File: src/rtl/skew_mapper.sv
module skew_mapper #(
  parameter int LANES = 4,
  parameter int DW    = 8,
  parameter int IW    = $clog2(LANES)
) (
  input  logic                  clk,
  input  logic                  rst_n,
  input  logic                  start,
  input  logic                  mode,
  input  logic [IW-1:0]         idx,
  input  logic [LANES*DW-1:0]   rd_data,
  output logic                  valid,
  output logic [LANES*IW-1:0]   mod_addr,
  output logic [IW-1:0]         rot_amt,
  output logic [LANES*DW-1:0]   vec_out
);

  logic [LANES*IW-1:0] addr_q;
  logic [IW-1:0]       rot_q;
  logic                valid_q;

  always_ff @(posedge clk) begin
    if (!rst_n) valid_q <= 1'b0;
    else        valid_q <= start;
  end

  always_ff @(posedge clk) begin
    if (!rst_n)     rot_q <= '0;
    else if (start) rot_q <= idx;
  end

  for (genvar k = 0; k < LANES; k++) begin : g_mod
    logic [IW-1:0] kk;
    logic [IW-1:0] off_next;
    assign kk       = IW'(k);
    assign off_next = mode ? IW'(kk - idx) : idx;
    always_ff @(posedge clk) begin
      if (!rst_n)     addr_q[k*IW +: IW] <= '0;
      else if (start) addr_q[k*IW +: IW] <= off_next;
    end
  end

  for (genvar j = 0; j < LANES; j++) begin : g_lane
    logic [IW-1:0] src;
    assign src = IW'(IW'(j) + rot_q);
    assign vec_out[j*DW +: DW] = rd_data[src*DW +: DW];
  end

  assign valid    = valid_q;
  assign mod_addr = addr_q;
  assign rot_amt  = rot_q;

endmodule

File: config.mk
export PLATFORM = sky130hd
export DESIGN_NAME = skew_mapper
export DESIGN_NICKNAME = d
export VERILOG_FILES = /design/src/rtl/skew_mapper.sv
export SDC_FILE = /design/constraint.sdc
export NUM_CORES = 1
export LEC_CHECK = 0
export ABC_CLOCK_PERIOD_IN_PS = 1400
export CORE_ASPECT_RATIO = 1.5
export CORE_MARGIN = 4
export CORE_UTILIZATION = 55
export DETAILED_ROUTE_END_ITERATION = 8
export DONT_BUFFER_PORTS = 1
export GPL_TIMING_DRIVEN = 1
export PLACE_DENSITY = 0.79
export SLEW_MARGIN = 5
export SYNTH_ARGS = -nofsm -noshare
export SYNTH_HDL_FRONTEND = slang
export SYNTH_SLANG_ARGS = --single-unit
File: constraint.sdc
create_clock -name clk -period 1.4 [get_ports clk]
set_input_delay 0.28 -clock clk [delete_from_list [all_inputs] [get_ports clk]]
set_output_delay 0.28 -clock clk [all_outputs]
set_load 0.1 [all_outputs]
==> out/results.tsv, run 1 <==
metric	value	unit
number of top-level pins	81	
Synth Area in Simple Gates	5.28	%
mean area per synthesized cell	15.8	sq um
Run Error	[ERROR DPL-0033] detailed placement checks failed during check placement.	
Synth Instances	72	
Die Span X	45.1	microns
post-DP HPWL	3940	microns
post-synthesis register bit count	7	
mux share of post-synthesis cell area	66.1	%
Synth Net Count	110	
port bufs	0	
# rows	19	
GP Congestion	0.730	
Synth Cell Area	1140	sq um
xor-xnor portion of the synthesized cell area	0.770	%
Starting Density	59.8	%
status	stopped before the end	
unique cell type count in the Yosys netlist	20	
Fail Step	3_5_place_dp	
Synth Area in Compound Gates	4.07	%
largest family of logic cells by synthesized area	multiplexers	
synth warn	0	
adder and majority gate portion of the synthesized area	0	%
chip height	63.7	microns
sequential cell area fraction in the yosys report	12.3	%
## synth_stat cells
cell type  instances  area share [%]
nand2b_1           2             1.1
buf_8              2             2.6
buf_4              7             4.6
xnor2_1            1            0.77
buf_2              1            0.44
dfxtp_1            7              12
o21ai_0            4             1.8
mux4_1             3             6.9
a211oi_1           2             1.3
mux4_2            29              57
buf_12             1             1.8
nand2_1            1            0.33
a31oi_1            1            0.55
a21oi_1            1            0.44
buf_6              2             2.0
mux2i_1            2             1.8
and4b_1            1            0.88
nor2b_1            3             1.7
and4_1             1            0.77
and2_1             1            0.55
## cell families after synthesis
| logic type | count (synthesis) |
|---|---|
| buffers and inverters | 13 |
| AND/OR/NAND/NOR | 9 |
| XOR/XNOR | 1 |
| AO/OA/AOI/OAI | 8 |
| flip-flops | 7 |
| multiplexers | 34 |
## through the flow
step / TNS, ns / setup WS (ns) / cells
after global placement: -4.20 / -0.142 / 129
after floorplan: -16.07 / -0.528 / 72
==> inputs of run 2 (changes only) <==
==> config.mk (replaced) <==
export PLATFORM = sky130hd
export DESIGN_NAME = skew_mapper
export DESIGN_NICKNAME = d
export VERILOG_FILES = /design/src/rtl/skew_mapper.sv
export SDC_FILE = /design/constraint.sdc
export NUM_CORES = 1
export LEC_CHECK = 0
export ABC_CLOCK_PERIOD_IN_PS = 1800
export CORE_AREA = 4 4 65 67
export DETAILED_ROUTE_END_ITERATION = 8
export DIE_AREA = 0 0 69 71
export DONT_BUFFER_PORTS = 1
export GPL_TIMING_DRIVEN = 1
export PLACE_DENSITY_LB_ADDON = 0.15
export SLEW_MARGIN = 5
export SYNTH_ARGS = -nofsm -noshare
export SYNTH_HDL_FRONTEND = slang
export SYNTH_SLANG_ARGS = --single-unit
==> constraint.sdc (replaced) <==
create_clock -name clk -period 1.8 [get_ports clk]
set_input_delay 0.36 -clock clk [delete_from_list [all_inputs] [get_ports clk]]
set_output_delay 0.36 -clock clk [all_outputs]
set_load 0.1 [all_outputs]
==> run 2 against run 1 <==
Effect of this change:
- the flow now finishes, with violations (negative setup slack)
- synthesized cell count unchanged
- area after synthesis unchanged
==> out/results.tsv, run 2 <==
metric	value	unit	change
mux share of post-synthesis cell area	66.1	%	unchanged
crit path time final	1.86	ns	
synth warn	0		unchanged
vias in the first global route	982		
port bufs	0		unchanged
CP startpoint	rot_amt[0]		
final setup margin	-0.0557	ns	
LEAKAGE	0.735	nW	
leading cell type in the layout, fill and taps excluded	buf_12		
CTS root buf	clkbuf_8		
most frequent cells in the layout	37 x buf_12, 32 x mux4_2, 11 x buf_4, 4 x o21ai_0, 4 x dfxtp_1		
WS Path Type	reg2out		
CP cell instances	buf_12 -> mux4_2 -> buf_12		
RSZ-0062 raised after global routing	true		
post-DP HPWL	2480	microns	-37%
Iteration-0 DRC Markers	21		
Place WS	0.0879	ns	
Crit Path Max Fanout	14		
xor-xnor portion of the synthesized cell area	0.770	%	unchanged
total track usage	12.5	%	
CP required	1.44	ns	
die area	4900	sq um	
Post-Layout Cell Count	163		
Comb pwr share	77.2	%	
max reg flops	4		
Hold Crit Class	in2reg		
post-synthesis register bit count	7		unchanged
DR DRC count	0		
chip height	71	microns	+11%
Die Span X	69	microns	+53%
largest family of logic cells by synthesized area	multiplexers		
ant diodes	0		
worst skew pair latency	0.23	ns	
Int Power	0.801	mW	
Pwr Density	867	nW/um^2	
setup violators final	31		
Psw	0.926	mW	
Max Clock Freq	539	MHz	
Setup crit end kind	output port		
final worst path period share	103	%	
violated checks	negative setup slack		
Multi-input gate area	856	sq um	
H-tree Lvls	1		
fin. max-slew vios	0		
mean area per synthesized cell	15.8	sq um	unchanged
register area	149	sq um	
core area	3630	sq um	
total number of vias	915		
Post-synth EDFFs	0		unchanged
clk sink count	7		
Switching Share	53.6	%	
GP Congestion	0.641		-12%
NumNets Final	154		
unique cell type count in the Yosys netlist	20		unchanged
Setup TNS	-0.946	ns	
crit-path max cell delay	0.54	ns	
clk buf depth	2		
number of top-level pins	81		unchanged
sequential cell area fraction in the yosys report	12.3	%	unchanged
Hold Path Origin	start		
top cell type by total area after synthesis	mux4_2		
Layout area overhead	75.1	%	
Synth area leaders	mux4_2 57%, dfxtp_1 12%, mux4_1 6.9%		
ys async rst share	0	%	unchanged
Placed Instances	152		
crit start category	flip-flop		
Final Skew	0	ns	
Post-DRT Antenna Nets	0		
vias per std cell	5.61		
max cap viols	0		
most frequent CP cell	buf_12		
Synth Area in Simple Gates	5.28	%	unchanged
drt pass-1 iters	4		
status	finished with violations		
largest net degree at the start of global routing	15		
# rows	22		+3
Synth Instances	72		unchanged
final hold vios	0		
total wire length	2970	microns	
initial antenna violation count	0		
share of layout cells above drive strength 1	78.3	%	
most common cell in the netlist	mux4_2		
Congestion Overflow GR	0		
FF-to-FF Start	rot_amt[1]		
commonest register cell after synthesis	dfxtp_1		
top cells by count, synth	29 x mux4_2, 7 x buf_4, 7 x dfxtp_1		
final hold slack	0.221	ns	
Clock Power Share	12.7	%	
Synth Area in Compound Gates	4.07	%	unchanged
WL/cell	18.2	microns	
fill cell count	306		
CP max-delay cell	mux4_2		
CTS tree	built		
TritonCTS Buffers	3		
Synth Cell Area	1140	sq um	unchanged
Tightest Pin Transition	0.401	ns	
Synth Net Count	110		unchanged
first-pass GRT wire length	4950	microns	
Peak VDD IR	0.415	mV	
clock transition at the registers of the reported paths	0.04	ns	
sequential power share	10.1	%	
Starting Density	31.3	%	-29 points
Slew headroom	73.3	%	
Yosys top cell area share	57.4	%	unchanged
Worst EP arrival	1.50	ns	
adder and majority gate portion of the synthesized area	0	%	unchanged
-- run 2: cell counts after synthesis --
No cell type changed its count.
-- run 2: metrics by stage --
stage	area [sq um]	power, mW	util, %
after floorplan	1140	1.10	-
after global routing	1990	1.77	54.8
after global placement	1850	1.49	51.0
after detailed placement	1850	1.49	51.0
after CTS	1960	1.74	53.9
final	1990	1.73	54.8
-- run 2: worst paths after layout --
kind,to,cells past startpoint,slack (ns)
worst min register to register,mod_addr[2],2,0.55
worst max-delay path,vec_out[25],3,-0.06
worst min-delay path,mod_addr[7],1,0.22
worst max register to register,rot_amt[1],5,0.43
-- run 2: critical path: cells and delay by family (launching register included) --
family,cells,cell delay [ns]
mux,1,0.54
flops,1,0.37
buf+inv,2,0.35
-- run 2: cell families after synthesis --
family,after synthesis
buf+inv,13
xor+xnor,1
mux,34
flops,7
compound gates,8
simple gates,9
-- run 2: routing by layer --
| layer | GRT usage, % | routed length [microns] | vias up |
|---|---|---|---|
| li1 | - | - | 404 |
| met5 | 0 | 0 | - |
| met3 | 5.40 | 357 | 4 |
| met1 | 10.7 | 809 | 455 |
| met2 | 24.9 | 1770 | 52 |
| met4 | 4.56 | 27 | 0 |
-- run 2: timing repair --
| item | 4_1_cts | 5_1_grt |
|---|---|---|
| hold buffers | 0 | 0 |
| gates resized for setup | 1 | 2 |
| pin swaps | 0 | 0 |
| buffers inserted | 6 | 0 |
| gates cloned | 0 | 1 |
| endpoints found under the setup margin | 34 | 32 |
-- run 2: final cells by class --
type | count | share of cell area [%]
repair buffers | 52 | 44.3
well taps | 48 | 3.02
multi-input cells | 52 | 43.0
clock buffers | 4 | 2.26
flip-flops and latches | 7 | 7.47
-- run 2: power groups by stage --
stage	Sequential, mW	Combinational [mW]	Clock (mW)
floorplan	0.252	0.851	0
global placement	0.189	1.30	0
detailed placement	0.189	1.30	0
CTS	0.174	1.34	0.230
global route	0.176	1.37	0.233
finish	0.175	1.33	0.219
(Power assumes the default switching activity.)
